==> src/rtl/flash_cmd_pkg.sv <==
package flash_cmd_pkg;
  typedef enum logic [2:0] {
    MODE_READ    = 3'd0,
    MODE_AUTOSEL = 3'd1,
    MODE_BYPASS  = 3'd2,
    MODE_PROG    = 3'd3,
    MODE_ERASE   = 3'd4,
    MODE_SUSP    = 3'd5
  } mode_e;

  typedef enum logic [3:0] {
    ST_IDLE, ST_U1, ST_U2, ST_PG, ST_E3, ST_E4, ST_E5, ST_BP_PG, ST_BP_EXIT
  } step_e;

  localparam logic [7:0]  CMD_KEY1     = 8'hAA;
  localparam logic [7:0]  CMD_KEY2     = 8'h55;
  localparam logic [7:0]  CMD_IDENT    = 8'h90;
  localparam logic [7:0]  CMD_PROG     = 8'hA0;
  localparam logic [7:0]  CMD_BYPASS   = 8'h20;
  localparam logic [7:0]  CMD_ERSETUP  = 8'h80;
  localparam logic [7:0]  CMD_CHIP     = 8'h10;
  localparam logic [7:0]  CMD_SECT     = 8'h30;
  localparam logic [7:0]  CMD_SUSPEND  = 8'hB0;
  localparam logic [7:0]  CMD_EXIT     = 8'hF0;
  localparam logic [7:0]  CMD_BP_CLR   = 8'h00;
  localparam logic [11:0] ADR_KEY1     = 12'h555;
  localparam logic [11:0] ADR_KEY2     = 12'h2AA;
endpackage

==> src/rtl/flash_busy_timer.sv <==
module flash_busy_timer #(
  parameter int unsigned LEN = 8
) (
  input  logic clk_i,
  input  logic rst_ni,
  input  logic start_i,
  input  logic run_i,
  input  logic ext_done_i,
  output logic done_o
);
  localparam int unsigned CW = $clog2(LEN + 1);

  logic [CW-1:0] cnt_q;

  assign done_o = run_i && (ext_done_i || cnt_q == CW'(1));

  always_ff @(posedge clk_i or negedge rst_ni) begin
    if (!rst_ni)                      cnt_q <= '0;
    else if (start_i)                 cnt_q <= CW'(LEN);
    else if (done_o)                  cnt_q <= '0;
    else if (run_i && cnt_q != '0)    cnt_q <= cnt_q - CW'(1);
  end
endmodule

==> src/rtl/flash_id_rom.sv <==
module flash_id_rom #(
  parameter logic [15:0] MFR_ID    = 16'h0001,
  parameter logic [15:0] DEV_ID1   = 16'h227E,
  parameter logic [15:0] DEV_ID2   = 16'h2202,
  parameter logic [15:0] DEV_ID3   = 16'h2200,
  parameter bit          HANDSHAKE = 1'b1
) (
  input  logic        clk_i,
  input  logic        rst_ni,
  input  logic        rd_en_i,
  input  logic        hit_i,
  input  logic [7:0]  ofs_i,
  input  logic        sect_locked_i,
  output logic [15:0] rdata_o,
  output logic        id_sel_o
);
  logic [15:0] word;

  always_comb begin
    unique case (ofs_i)
      8'h00:   word = MFR_ID;
      8'h01:   word = DEV_ID1;
      8'h02:   word = {15'd0, sect_locked_i};
      8'h03:   word = HANDSHAKE ? 16'h0043 : 16'h0042;
      8'h0E:   word = DEV_ID2;
      8'h0F:   word = DEV_ID3;
      default: word = 16'h0000;
    endcase
  end

  always_ff @(posedge clk_i or negedge rst_ni) begin
    if (!rst_ni) begin
      rdata_o  <= '0;
      id_sel_o <= 1'b0;
    end else begin
      id_sel_o <= rd_en_i && hit_i;
      if (rd_en_i && hit_i) rdata_o <= word;
    end
  end
endmodule

==> src/rtl/flash_cmd_fsm.sv <==
module flash_cmd_fsm
  import flash_cmd_pkg::*;
#(
  parameter int unsigned ADDR_W = 22
) (
  input  logic              clk_i,
  input  logic              rst_ni,
  input  logic              wr_en_i,
  input  logic [ADDR_W-1:0] addr_i,
  input  logic [15:0]       wdata_i,
  input  logic              prog_done_i,
  input  logic              erase_done_i,
  output mode_e             mode_o,
  output logic [1:0]        as_bank_o,
  output logic              op_prog_o,
  output logic              op_chip_o,
  output logic              op_sect_o,
  output logic              op_susp_o,
  output logic              op_resume_o,
  output logic [ADDR_W-1:0] op_addr_o,
  output logic [15:0]       op_data_o
);
  mode_e mode_q, mode_d, ret_q, ret_d;
  step_e step_q, step_d;
  logic [1:0] as_bank_q, as_bank_d, er_bank_q, er_bank_d;
  logic er_sect_q, er_sect_d;
  logic prog_d, chip_d, sect_d, susp_d, resume_d;
  logic [ADDR_W-1:0] op_addr_d;
  logic [15:0] op_data_d;

  logic [7:0]  cd;
  logic [1:0]  bk;
  logic        at_a, at_b;

  assign cd   = wdata_i[7:0];
  assign bk   = addr_i[ADDR_W-1 -: 2];
  assign at_a = addr_i[11:0] == ADR_KEY1;
  assign at_b = addr_i[11:0] == ADR_KEY2;

  always_comb begin
    mode_d    = mode_q;
    step_d    = step_q;
    ret_d     = ret_q;
    as_bank_d = as_bank_q;
    er_bank_d = er_bank_q;
    er_sect_d = er_sect_q;
    op_addr_d = op_addr_o;
    op_data_d = op_data_o;
    prog_d = 1'b0; chip_d = 1'b0; sect_d = 1'b0; susp_d = 1'b0; resume_d = 1'b0;

    if (mode_q == MODE_PROG && prog_done_i) begin
      mode_d = ret_q;
      step_d = ST_IDLE;
    end else if (mode_q == MODE_ERASE && erase_done_i) begin
      mode_d = MODE_READ;
      step_d = ST_IDLE;
    end else if (wr_en_i) begin
      case (mode_q)
        MODE_PROG: ;
        MODE_ERASE: begin
          if (cd == CMD_SUSPEND && er_sect_q && bk == er_bank_q) begin
            mode_d    = MODE_SUSP;
            susp_d    = 1'b1;
            op_addr_d = addr_i;
          end
        end
        MODE_AUTOSEL: if (cd == CMD_EXIT) mode_d = ret_q;
        MODE_BYPASS: begin
          step_d = ST_IDLE;
          case (step_q)
            ST_IDLE: begin
              if (cd == CMD_PROG) step_d = ST_BP_PG;
              else if (cd == CMD_IDENT && bk == as_bank_q) step_d = ST_BP_EXIT;
            end
            ST_BP_PG: begin
              prog_d    = 1'b1;
              op_addr_d = addr_i;
              op_data_d = wdata_i;
              ret_d     = MODE_BYPASS;
              mode_d    = MODE_PROG;
            end
            ST_BP_EXIT: if (cd == CMD_BP_CLR) mode_d = MODE_READ;
            default: ;
          endcase
        end
        default: begin // read or erase-suspended: full unlock sequences
          step_d = ST_IDLE;
          case (step_q)
            ST_IDLE: begin
              if (cd == CMD_KEY1 && at_a) step_d = ST_U1;
              else if (mode_q == MODE_SUSP && cd == CMD_SECT && bk == er_bank_q) begin
                mode_d    = MODE_ERASE;
                resume_d  = 1'b1;
                op_addr_d = addr_i;
              end
            end
            ST_U1: if (cd == CMD_KEY2 && at_b) step_d = ST_U2;
            ST_U2: begin
              if (at_a) begin
                if (cd == CMD_IDENT) begin
                  mode_d    = MODE_AUTOSEL;
                  ret_d     = mode_q;
                  as_bank_d = bk;
                end else if (cd == CMD_PROG) begin
                  step_d = ST_PG;
                end else if (cd == CMD_BYPASS && mode_q == MODE_READ) begin
                  mode_d    = MODE_BYPASS;
                  as_bank_d = bk;
                end else if (cd == CMD_ERSETUP && mode_q == MODE_READ) begin
                  step_d = ST_E3;
                end
              end
            end
            ST_PG: begin
              prog_d    = 1'b1;
              op_addr_d = addr_i;
              op_data_d = wdata_i;
              ret_d     = mode_q;
              mode_d    = MODE_PROG;
            end
            ST_E3: if (cd == CMD_KEY1 && at_a) step_d = ST_E4;
            ST_E4: if (cd == CMD_KEY2 && at_b) step_d = ST_E5;
            ST_E5: begin
              if (cd == CMD_CHIP && at_a) begin
                chip_d    = 1'b1;
                op_addr_d = addr_i;
                er_sect_d = 1'b0;
                mode_d    = MODE_ERASE;
              end else if (cd == CMD_SECT) begin
                sect_d    = 1'b1;
                op_addr_d = addr_i;
                er_sect_d = 1'b1;
                er_bank_d = bk;
                mode_d    = MODE_ERASE;
              end
            end
            default: ;
          endcase
        end
      endcase
    end
  end

  always_ff @(posedge clk_i or negedge rst_ni) begin
    if (!rst_ni) begin
      mode_q      <= MODE_READ;
      ret_q       <= MODE_READ;
      step_q      <= ST_IDLE;
      as_bank_q   <= '0;
      er_bank_q   <= '0;
      er_sect_q   <= 1'b0;
      op_prog_o   <= 1'b0;
      op_chip_o   <= 1'b0;
      op_sect_o   <= 1'b0;
      op_susp_o   <= 1'b0;
      op_resume_o <= 1'b0;
      op_addr_o   <= '0;
      op_data_o   <= '0;
    end else begin
      mode_q      <= mode_d;
      ret_q       <= ret_d;
      step_q      <= step_d;
      as_bank_q   <= as_bank_d;
      er_bank_q   <= er_bank_d;
      er_sect_q   <= er_sect_d;
      op_prog_o   <= prog_d;
      op_chip_o   <= chip_d;
      op_sect_o   <= sect_d;
      op_susp_o   <= susp_d;
      op_resume_o <= resume_d;
      op_addr_o   <= op_addr_d;
      op_data_o   <= op_data_d;
    end
  end

  assign mode_o    = mode_q;
  assign as_bank_o = as_bank_q;
endmodule

==> src/rtl/flash_cmd_decoder.sv <==
module flash_cmd_decoder
  import flash_cmd_pkg::*;
#(
  parameter int unsigned ADDR_W    = 22,
  parameter int unsigned PROG_CYC  = 200,
  parameter int unsigned ERASE_CYC = 5000,
  parameter bit          HANDSHAKE = 1'b1,
  parameter logic [15:0] MFR_ID    = 16'h0001,
  parameter logic [15:0] DEV_ID1   = 16'h227E,
  parameter logic [15:0] DEV_ID2   = 16'h2202,
  parameter logic [15:0] DEV_ID3   = 16'h2200
) (
  input  logic              clk_i,
  input  logic              rst_ni,
  input  logic              wr_en_i,
  input  logic              rd_en_i,
  input  logic [ADDR_W-1:0] addr_i,
  input  logic [15:0]       wdata_i,
  input  logic              sect_locked_i,
  input  logic              busy_done_i,
  output logic [2:0]        mode_o,
  output logic              busy_o,
  output logic [15:0]       rdata_o,
  output logic              id_sel_o,
  output logic              op_prog_o,
  output logic              op_chip_erase_o,
  output logic              op_sect_erase_o,
  output logic              op_suspend_o,
  output logic              op_resume_o,
  output logic [ADDR_W-1:0] op_addr_o,
  output logic [15:0]       op_data_o
);
  mode_e      mode;
  logic [1:0] as_bank;
  logic       prog_done, erase_done, id_hit;

  flash_cmd_fsm #(.ADDR_W(ADDR_W)) u_fsm (
    .clk_i        (clk_i),
    .rst_ni       (rst_ni),
    .wr_en_i      (wr_en_i),
    .addr_i       (addr_i),
    .wdata_i      (wdata_i),
    .prog_done_i  (prog_done),
    .erase_done_i (erase_done),
    .mode_o       (mode),
    .as_bank_o    (as_bank),
    .op_prog_o    (op_prog_o),
    .op_chip_o    (op_chip_erase_o),
    .op_sect_o    (op_sect_erase_o),
    .op_susp_o    (op_suspend_o),
    .op_resume_o  (op_resume_o),
    .op_addr_o    (op_addr_o),
    .op_data_o    (op_data_o)
  );

  flash_busy_timer #(.LEN(PROG_CYC)) u_prog_tmr (
    .clk_i      (clk_i),
    .rst_ni     (rst_ni),
    .start_i    (op_prog_o),
    .run_i      (mode == MODE_PROG),
    .ext_done_i (busy_done_i),
    .done_o     (prog_done)
  );

  // frozen while suspended: run only in erase-busy mode
  flash_busy_timer #(.LEN(ERASE_CYC)) u_erase_tmr (
    .clk_i      (clk_i),
    .rst_ni     (rst_ni),
    .start_i    (op_chip_erase_o || op_sect_erase_o),
    .run_i      (mode == MODE_ERASE),
    .ext_done_i (busy_done_i),
    .done_o     (erase_done)
  );

  assign id_hit = mode == MODE_AUTOSEL && addr_i[ADDR_W-1 -: 2] == as_bank;

  flash_id_rom #(
    .MFR_ID(MFR_ID), .DEV_ID1(DEV_ID1), .DEV_ID2(DEV_ID2), .DEV_ID3(DEV_ID3),
    .HANDSHAKE(HANDSHAKE)
  ) u_id (
    .clk_i         (clk_i),
    .rst_ni        (rst_ni),
    .rd_en_i       (rd_en_i),
    .hit_i         (id_hit),
    .ofs_i         (addr_i[7:0]),
    .sect_locked_i (sect_locked_i),
    .rdata_o       (rdata_o),
    .id_sel_o      (id_sel_o)
  );

  assign mode_o = mode;
  assign busy_o = mode == MODE_PROG || mode == MODE_ERASE;
endmodule

==> config.mk <==
export PLATFORM = sky130hd
export DESIGN_NAME = flash_cmd_decoder
export DESIGN_NICKNAME = d
export VERILOG_FILES = /design/src/rtl/flash_cmd_pkg.sv /design/src/rtl/flash_busy_timer.sv /design/src/rtl/flash_id_rom.sv /design/src/rtl/flash_cmd_fsm.sv /design/src/rtl/flash_cmd_decoder.sv
export SDC_FILE = /design/constraint.sdc
export NUM_CORES = 1
export LEC_CHECK = 0
export ABC_AREA = 1
export BUFFER_PORTS_ARGS = -buffer_cell sky130_fd_sc_hd__clkbuf_2
export CORE_ASPECT_RATIO = 0.5
export CORE_MARGIN = 5
export CORE_UTILIZATION = 49
export DETAILED_ROUTE_END_ITERATION = 7
export PLACE_DENSITY = 0.76
export SYNTH_ARGS = -nofsm -noshare
export SYNTH_HDL_FRONTEND = slang
export SYNTH_SLANG_ARGS = --single-unit
export TNS_END_PERCENT = 20
==> constraint.sdc <==
create_clock -name clk_i -period 1.64 [get_ports clk_i]
set_input_delay 0.246 -clock clk_i [delete_from_list [all_inputs] [get_ports clk_i]]
set_output_delay 0.246 -clock clk_i [all_outputs]
set_load 0.01 [all_outputs]
Yosys cells after proc, flatten, opt, wreduce, memory -nomap -nowiden. Cells that the tools add are included.

Flip-flop bits (word level): 96. Input port bits: 44. Output and inout bits: 64. Word-level logic and storage cells: 220.

$add $sub $neg: 2. Eq/ne operators: 54. Mux-type cells: 93. Bitwise operators: 6. Reductions and logical operators: 48.

Operators by type and width (count): $mux 22 (6); $pmux 22 s3 (2); $pmux 14 s6 (1); $mux 3 (20); $eq 8x8->1 const B (6); $mux 4 (10); $mux 13 (3); $mux 1 (33); $mux 16 (2); $pmux 16 s2 (1); $mux 8 (3); $pmux 3 s4 (2); $pmux 4 s5 (1); $logic_and 1x1->1 (18); $pmux 3 s2 (3); $eq 4x3->1 const B (4); $eq 8x1->1 const B (2); $eq 8x2->1 const B (2); $eq 8x4->1 const B (2); $eq 8x6->1 const B (2); $logic_not 8->1 (2); $reduce_and 8->1 (2); $ne 7x2->1 const B (2); $eq 13x1->1 const B (1); other kinds (46) (73).

Longest topological paths before layout. Gate-level depths: netlist of run 1.

Depth after elaboration: 12. Depth in mapped cells: 14. Mapped depth without buffers: 14.

Modules after synthesis. From an unflattened synthesis of run 1, not the netlist that was laid out.

Cells, all modules: 712. Area total of the unflattened synthesis: 5124.9 um^2.

By module, submodules not included: flash_cmd_fsm (instances 1, cells each 428, area an instance 3133.0 um^2, seq. area each 1451.4 um^2); flash_busy_timer (u_erase_tmr) (instances 1, cells each 128, area an instance 915.9 um^2, seq. area each 325.3 um^2); flash_busy_timer (u_prog_tmr) (instances 1, cells each 79, area an instance 575.6 um^2, seq. area each 200.2 um^2); flash_id_rom (instances 1, cells each 56, area an instance 412.9 um^2, seq. area each 150.1 um^2); flash_cmd_decoder (instances 1, cells each 21, area an instance 87.6 um^2, seq. area each 0.0 um^2).

Worst setup path after synthesis of run 1. No wires, ideal clock.

Path kind: register to register. Start point: register u_fsm.mode_q[1], in the netlist u_fsm.mode_o[1]. End point: register u_fsm.op_addr_o[10]. Setup time: 0.117 ns. Arrival time: 1.562 ns. Data required time: 1.523 ns. Setup slack: -0.038 ns. Stages on the path, launching flop included: 14. Buffers on the path: 1. Period minus slack after synthesis: 1.678 ns. Path through: dfrtp_1 -> inv_2 -> nand2_1 -> nor2_1 -> nand3_1 -> o21bai_1 -> nand2_1 -> inv_1 -> nand3_1 -> nand2_2 -> nand2_2 -> buf_6 -> nand2_1 -> nand2_1.

Word-level cells in the longest chain between the ends: 5. Elaborated cells on any way between the ends: 23. Classes of those cells: eq/ne: 10; mux: 1; bitwise: 3; reduce/logical: 9.

RTL lines: start, declared (line flash_cmd_fsm.sv:23) `mode_e mode_q, mode_d, ret_q, ret_d;`; start signal, assigned (line flash_cmd_fsm.sv:160) `mode_q <= mode_d;`; $eq 3x3->1, or another cell as far along (line flash_cmd_fsm.sv:91) `else if (mode_q == MODE_SUSP && cd == CMD_SECT && bk == er_bank_q) begin`; $logic_and 1x1->1, on equally long branches (line flash_cmd_fsm.sv:91, flash_busy_timer.sv:15); $logic_and 1x1->1, on equally long branches (line flash_cmd_fsm.sv:91, flash_cmd_fsm.sv:51, flash_cmd_fsm.sv:54); $ne 4x1->1 (no source line) or $not 1->1 (tied branches); $reduce_and 10->1 (no source line); end signal, assigned (line flash_cmd_fsm.sv:171) `op_addr_o <= op_addr_d;`; end, declared (line flash_cmd_fsm.sv:20) `output logic [ADDR_W-1:0] op_addr_o,`.

Several ways; a longest one is shown, not always the timed one. A chain may end at the register's enable or synchronous reset.

Final worst setup path of run 1.
Start point: register u_erase_tmr.cnt_q[0]. End point: register u_fsm.op_addr_o[5].

Word-level cells in the longest chain between the ends: 6.

RTL lines: start, declared (line flash_busy_timer.sv:13) `logic [CW-1:0] cnt_q;`; start signal, assigned (line flash_busy_timer.sv:19) `else if (start_i) cnt_q <= CW'(LEN);`; start signal, assigned (line flash_busy_timer.sv:21) `else if (run_i && cnt_q != '0) cnt_q <= cnt_q - CW'(1);`; $eq 13x1->1 (line flash_busy_timer.sv:15) `assign done_o = run_i && (ext_done_i || cnt_q == CW'(1));`; $logic_or 1x1->1 (line flash_busy_timer.sv:15); $logic_and 1x1->1 (line flash_busy_timer.sv:15); $logic_and 1x1->1 (line flash_cmd_fsm.sv:54) `end else if (mode_q == MODE_ERASE && erase_done_i) begin`; $not 1->1 (no source line); $reduce_and 10->1 (no source line).

Every way passes these cells.

==> results.json, run 1 <==
{
  "busiest_layer": "met2",
  "nFillCells": 722,
  "maxCapViolations": 0,
  "gr-usage-met3_pct": 5.24,
  "cts_tree": "built",
  "arrival_ns": 2.05,
  "fin_skew_ns": 0.00986,
  "violations": "setup timing",
  "numCtsBuffers": 9,
  "drc": 0,
  "dieArea_um2": 12000,
  "use_met2_pct": 41.9,
  "fmax_mhz": 552,
  "dieWidth_um": 150,
  "grt_util_all_layers_pct": 25.1,
  "cts_max_path_buffers": 2,
  "vias_per_cell": 5.09,
  "period_minus_slack_ns": 1.81,
  "start_util_pct": 50.7,
  "place_ws_ns": -0.378,
  "cp.required_ns": 1.88,
  "io_buffer_count": 100,
  "hpwl_um": 10900,
  "place_congestion": 0.990,
  "clk_pin_slew_worst_paths_ns": 0.06,
  "grt_util_met1_pct": 32.9,
  "cts-root-buf": "clkbuf_16",
  "powerDensity_nw_per_um2": 1810,
  "drtPass1Iterations": 5,
  "grt_pass1_wl_um": 23800,
  "vdd_ir_drop_max_uv": 701,
  "vias": 5194,
  "grt_antenna_before_repair": 0,
  "dpl_cell_area_um2": 6270,
  "syn-cell-area_um2": 4820,
  "grt_pass1_vias": 5027,
  "grt_max_degree": 52,
  "postRouteWirelength_um": 15100,
  "post-route-period-util_pct": 110,
  "fin_nets": 930,
  "layout-drive-gt1-share_pct": 38.3,
  "tns_ns": -4.48,
  "cp-end-kind": "flip-flop",
  "diodes": 0,
  "rsz0062_at_grt": "yes",
  "finalHoldViolations": 0,
  "worstSetupStartpointType": "flip-flop",
  "clock_latency_ns": 0.35,
  "fin_util_pct": 73.9,
  "yosysWarningCount": 0,
  "io_pins": 108,
  "wl_per_cell_um": 14.8,
  "maxSlewViolCount": 0,
  "p_leak_nw": 3.79,
  "ant_nets": 0,
  "dieHeight_um": 80.1,
  "ys_seq_area_share_pct": 44.1,
  "crit_fanout": 11,
  "core_region_area_um2": 9510,
  "clkSinkCount": 85,
  "path_class": "flip-flop to flip-flop",
  "ys_types": 39,
  "yosys.area.top_type": "dfrtp_1",
  "avgSynthCellArea_um2": 7.42,
  "setup_viol": 42,
  "netlist_instances": 649,
  "syn_to_final_growth_pct": 45.8,
  "multiInputGateArea_um2": 2490,
  "synthTopCellsByArea": "dfrtp_1 44%, nand2_1 15%, nand3_1 6.5%",
  "status": "finished with violations",
  "htreeDepth": 3,
  "ys_ff_latch": 85,
  "fin_worst_hold_slack_ns": 0.0961,
  "hp-class": "input port to flip-flop",
  "setup_ws_ns": -0.170,
  "drtIter0Drc": 492,
  "regArea_um2": 2130,
  "grt-ovfl-total": 0,
  "synth_top_area_share_pct": 44.1,
  "fin_area_um2": 7030,
  "num_rows": 25
}
==> metrics by stage <==
stage                     total power [mW]  instances
after global routing                  13.6       1020
after floorplan                       6.80        655
after CTS                             12.2       1014
final                                 12.7       1020
after global placement                9.16        985
after detailed placement              9.35        985
==> cell families (layout without fill, tap and decap cells) <==
kind of cell	Yosys count	count (layout)	synth area share (%)
compound gates	56	56	6.67
buf+inv	95	325	8.91
xor+xnor	14	14	2.54
flops	85	85	44.1
fa+ha+maj	6	6	1.56
mux	2	2	0.415
simple gates	390	390	35.7
other cells	1	7	0.0778
==> where the power goes <==
| part | internal (mW) | switching (mW) | leakage, nW |
|---|---|---|---|
| Clock | 1.34 | 0.890 | 0.160 |
| Sequential | 2.89 | 0.516 | 1.10 |
| Combinational | 3.11 | 3.99 | 2.54 |
==> synthesized netlist by cell type <==
master and n:
a21oi_1 11, a21oi_2 1, a22o_1 1, a31oi_1 1
a41oi_1 1, buf_2 6, buf_4 13, buf_6 2
clkinv_2 1, conb_1 1, dfrtp_1 85, ha_1 6
inv_1 60, inv_2 13, mux2i_1 2, nand2_1 197
nand2_2 6, nand2_4 1, nand3_1 63, nand3_4 1
nand4_1 16, nor2_1 72, nor2_2 11, nor2_4 3
nor3_1 13, nor3_2 1, nor3_4 1, nor3b_1 2
nor4_1 1, o2111ai_1 1, o211ai_1 7, o21ai_0 25
o21ai_1 5, o21bai_1 1, o31ai_1 2, or2_0 1
or2_2 1, xnor2_1 4, xor2_1 10
==> worst max-delay path, stage by stage, from the launching register on <==
cell	delay, ns
dfrtp_1	0.43
ha_4	0.19
nand2_1	0.06
nor2_1	0.05
nand2_2	0.10
nand2_4	0.08
nand2_4	0.11
nand4_1	0.10
nor2_2	0.13
nand2_2	0.13
buf_16	0.18
nand2_1	0.07
nand2_1	0.06
==> cell usage in the layout (no fill, tap or decap), types with 3 or more instances in the layout <==
| cell type | instances |
|---|---|
| clkbuf_16 | 9 |
| buf_6 | 7 |
| o211ai_1 | 7 |
| buf_12 | 4 |
| nand3_1 | 58 |
| xor2_1 | 10 |
| nand4_1 | 16 |
| dfrtp_1 | 83 |
| clkbuf_2 | 98 |
| ha_1 | 5 |
| nor2_4 | 10 |
| nand2_2 | 17 |
| nor2_2 | 18 |
| inv_2 | 17 |
| nor3_1 | 11 |
| nand3_2 | 5 |
| a21oi_1 | 10 |
| nor3_4 | 3 |
| nand2_4 | 6 |
| inv_4 | 3 |
| xnor2_1 | 4 |
| o21ai_0 | 17 |
| inv_1 | 54 |
| nand2_1 | 181 |
| buf_4 | 123 |
| conb_1 | 7 |
| o21ai_1 | 12 |
| nor2_1 | 58 |
==> worst paths after layout <==
check                                startpoint                  end  slack (ns)  cells after the start
min                                 wdata_i[14]  u_fsm.op_data_o[14]         0.1                      3
max                        u_erase_tmr.cnt_q[0]   u_fsm.op_addr_o[5]       -0.17                     12
max reg2reg                u_erase_tmr.cnt_q[0]   u_fsm.op_addr_o[5]       -0.17                     12
max in group asynchronous                rst_ni      u_fsm.mode_o[1]        0.82                      3
min reg2reg                  u_fsm.op_data_o[1]   u_fsm.op_data_o[1]        0.47                      2
min in group asynchronous                rst_ni  u_fsm.op_addr_o[16]        0.28                      2
==> timing repair <==
item,CTS,global route
hold buffers,1,0
pin swaps,6,13
cloned,1,0
gates resized for setup,35,51
setup endpoints to repair,69,80
setup buffers,11,6
endpoints found under the hold margin,11,0
==> layer usage <==
| metal | up-vias | wire length, µm |
|---|---|---|
| met5 | - | 0 |
| met1 | 2422 | 6420 |
| met4 | 0 | 367 |
| met3 | 40 | 1010 |
| li1 | 2526 | - |
| met2 | 206 | 7300 |
==> registers in the layout, indices dropped and copies added (netlist names) <==
register           cells
u_fsm.op_addr_o       22
u_fsm.op_data_o       16
u_erase_tmr.cnt_q     13
u_prog_tmr.cnt_q       8
u_id.rdata_o           5
u_fsm.step_q           4
u_fsm.mode_o           3
u_fsm.ret_q            3
u_fsm.as_bank_o        2
u_fsm.er_bank_q        2
u_fsm.er_sect_q        1
u_fsm.op_chip_o        1
u_fsm.op_prog_o        1
u_fsm.op_resume_o      1
u_fsm.op_sect_o        1
u_fsm.op_susp_o        1
u_id.id_sel_o          1
==> layout make-up <==
type | count | area share [%]
multi-input cells | 475 | 35.5
flip-flops and latches | 85 | 30.3
repair buffers | 235 | 23.1
inverters | 74 | 4.06
clock buffers | 9 | 3.21
well taps | 135 | 2.40
clock inverters | 7 | 1.37
Power figures use the tool's default switching activity.
==> run 2: changes to the inputs <==
--- a/config.mk
+++ b/config.mk
@@ -5,13 +5,12 @@
 export SDC_FILE = /design/constraint.sdc
 export NUM_CORES = 1
 export LEC_CHECK = 0
-export ABC_AREA = 1
 export BUFFER_PORTS_ARGS = -buffer_cell sky130_fd_sc_hd__clkbuf_2
-export CORE_ASPECT_RATIO = 0.5
+export CORE_ASPECT_RATIO = 2
 export CORE_MARGIN = 5
 export CORE_UTILIZATION = 49
 export DETAILED_ROUTE_END_ITERATION = 7
-export PLACE_DENSITY = 0.76
+export PLACE_DENSITY = 0.77
 export SYNTH_ARGS = -nofsm -noshare
 export SYNTH_HDL_FRONTEND = slang
 export SYNTH_SLANG_ARGS = --single-unit
==> run 2 against run 1 <==
- critical path depth down 2
- clock skew shrank 0.0023 ns
- non-clock buffer count is 20 higher
- cell area is 1.6% higher
- largest power group unchanged
- worst hold slack gained 0.030 ns
- synthesized cell count is 33% lower
- fmax decreased by 27%
- core utilization increased by 3.2 points
- the run still ends with setup timing left
- die area is 4.2% lower
==> results.json, run 2 <==
{
  "maxCapViolations": 0,
  "synthTopCellsByArea": "dfrtp_1 46%, mux2_2 6.6%, mux2_4 6.5%",
  "htreeDepth": 3,
  "dr.max_layer_used": "met4",
  "crit_fanout": 5,
  "netlist_instances": 437,
  "maxSlewViolCount": 0,
  "core_region_area_um2": 9260,
  "cts-root-buf": "clkbuf_16",
  "grt_util_all_layers_pct": 27.4,
  "wl_per_cell_um": 19.6,
  "tns_ns": -40.67,
  "grt_max_degree": 29,
  "regMostFlops": "u_fsm.op_addr_o",
  "io_pins": 108,
  "drtPass1Iterations": 5,
  "path_class": "flip-flop to flip-flop",
  "clk_pin_slew_worst_paths_ns": 0.06,
  "switching_power_mw": 4.90,
  "dieWidth_um": 78.5,
  "pwr-share-seq_pct": 26.8,
  "ant_nets": 0,
  "fmax_mhz": 402,
  "combPwrFrac_pct": 56.4,
  "async_flop_share_pct": 100,
  "largest_reg_flops": 22,
  "avgSynthCellArea_um2": 10.5,
  "place_inst": 769,
  "grt_antenna_before_repair": 0,
  "clkPwrFrac_pct": 16.8,
  "slew_headroom_pct": 49.6,
  "numCtsBuffers": 9,
  "fin_util_pct": 77.1,
  "grt_pass1_wl_um": 24400,
  "yosysWarningCount": 0,
  "dieHeight_um": 147,
  "rsz0062_at_grt": "yes",
  "yosysMostFrequentCell": "dfrtp_1",
  "clkSinkCount": 85,
  "hpwl_um": 11000,
  "worstSetupStartpointType": "flip-flop",
  "p_leak_nw": 3.52,
  "period_minus_slack_ns": 2.49,
  "synth_top_area_share_pct": 46.3,
  "yosys.area.top_type": "dfrtp_1",
  "num_rows": 50,
  "dieArea_um2": 11500,
  "synth_common_cells": "85 x dfrtp_1, 38 x nand2_1, 36 x nor2_1",
  "ys_ff_latch": 85,
  "ys_seq_area_share_pct": 46.3,
  "io_buffer_count": 100,
  "ys_types": 62,
  "worstMarginPinSlew_ns": 0.753,
  "grt-ovfl-total": 0,
  "vias": 4600,
  "syn_to_final_growth_pct": 55.4,
  "met3WireLength_um": 696,
  "clock_latency_ns": 0.35,
  "diodes": 0,
  "layout-drive-gt1-share_pct": 56.6,
  "setup_viol": 79,
  "postRouteWirelength_um": 15600,
  "post-route-period-util_pct": 152,
  "hp-class": "input port to flip-flop",
  "fin_worst_hold_slack_ns": 0.127,
  "fin_nets": 736,
  "drc": 0,
  "vias_per_cell": 5.79,
  "synth_edf_count": 0,
  "status": "finished with violations",
  "final_cell_mix": "139 x buf_4, 99 x clkbuf_2, 80 x dfrtp_1",
  "met2WireLength_um": 8690,
  "grt_pass1_vias": 5044,
  "place_congestion": 0.942,
  "cts_max_path_buffers": 2,
  "start_util_pct": 49.6,
  "vdd_ir_drop_max_uv": 1010,
  "fin_skew_ns": 0.00753,
  "cp-end-kind": "flip-flop",
  "top_regs": "u_fsm.op_addr_o: 22 flops, u_fsm.op_data_o: 16 flops, u_erase_tmr.cnt_q: 13 flops",
  "syn-cell-area_um2": 4600,
  "p_int_mw": 7.88,
  "layout.cells.most_common": "buf_4",
  "switching_share_pct": 38.3,
  "finalHoldViolations": 0,
  "violations": "setup timing",
  "powerDensity_nw_per_um2": 1790,
  "arrival_ns": 2.71,
  "stdcell_count": 795,
  "drtIter0Drc": 202,
  "setup_ws_ns": -0.847,
  "cp.required_ns": 1.87,
  "wl_met1_um": 5170,
  "synth_flop_cell": "dfrtp_1",
  "cts_tree": "built"
}
run 2: routing by layer:
layer,vias up,global-route usage [%]
li1,2077,-
met5,-,0
met4,0,19.0
met1,2253,27.1
met3,67,3.99
met2,203,50.7
run 2: worst paths after layout:
path / start / slack (ns) / depth (start not counted) / to
max: u_erase_tmr.cnt_q[10] / -0.85 / 10 / u_fsm.op_addr_o[21]
min: addr_i[18] / 0.13 / 2 / u_fsm.op_addr_o[18]
max reg2reg: u_erase_tmr.cnt_q[10] / -0.85 / 10 / u_fsm.op_addr_o[21]
min reg2reg: u_id.rdata_o[0] / 0.48 / 1 / u_id.rdata_o[0]
max in group asynchronous: rst_ni / 0.74 / 3 / u_fsm.as_bank_o[0]
min in group asynchronous: rst_ni / 0.37 / 2 / u_prog_tmr.cnt_q[6]
run 2: per-stage QoR:
step	cell area [µm²]	worst slack (ns)	power, mW
after detailed placement	6250	-1.19	9.19
after global routing	7140	-0.941	13.4
final	7140	-0.847	12.8
after floorplan	4620	-0.925	6.37
after global placement	6250	-1.08	8.97
after CTS	6980	-0.850	12.3
run 2: logic make-up (layout without fill, tap and decap cells):
| family | Yosys count | after routing | share of synthesized area, % |
|---|---|---|---|
| and+or+nand+nor | 166 | 166 | 19.4 |
| DFF | 85 | 85 | 46.3 |
| AOI/OAI and AO/OA | 76 | 76 | 11.3 |
| muxes | 49 | 49 | 13.6 |
| buffers and inverters | 35 | 283 | 4.14 |
| xor gates and xnor gates | 19 | 19 | 3.62 |
| adders and majority gates | 6 | 6 | 1.63 |
| other | 1 | 7 | 0.0816 |
run 2: layout make-up:
type	instances	area (µm²)
repair buffers	255	1800
inverters	12	45.0
clock inverters	4	53.8
flip-flops and latches	85	2130
well taps	104	130
fillers	590	2120
clock buffers	12	267
multi-input cells	323	2710
run 2: what timing repair did:
action | 4_1_cts | 5_1_grt
setup buffers | 4 | 3
gates resized for setup | 70 | 41
hold buffers | 1 | 0
setup endpoints to repair | 84 | 84
gates cloned | 2 | 0
endpoints found under the hold margin | 22 | 0
pin swaps | 10 | 16
run 2: worst max-delay path, cell delays in order, from the launching register on:
cell and delay, ns:
dfrtp_1 0.39, or4_4 0.56, nor4_4 0.29, buf_4 0.18, buf_6 0.10, nor2_4 0.04
nor2_4 0.13, a2111oi_4 0.06, buf_4 0.17, buf_16 0.15, mux2_4 0.30
run 2: power groups by stage:
stage	registers, mW	logic [mW]	clock network (mW)
3_3_place_gp	3.36	5.61	0
2_1_floorplan	3.56	2.80	0
4_1_cts	3.40	6.69	2.18
5_1_grt	3.52	7.64	2.26
6_report	3.43	7.21	2.15
3_5_place_dp	3.39	5.79	0
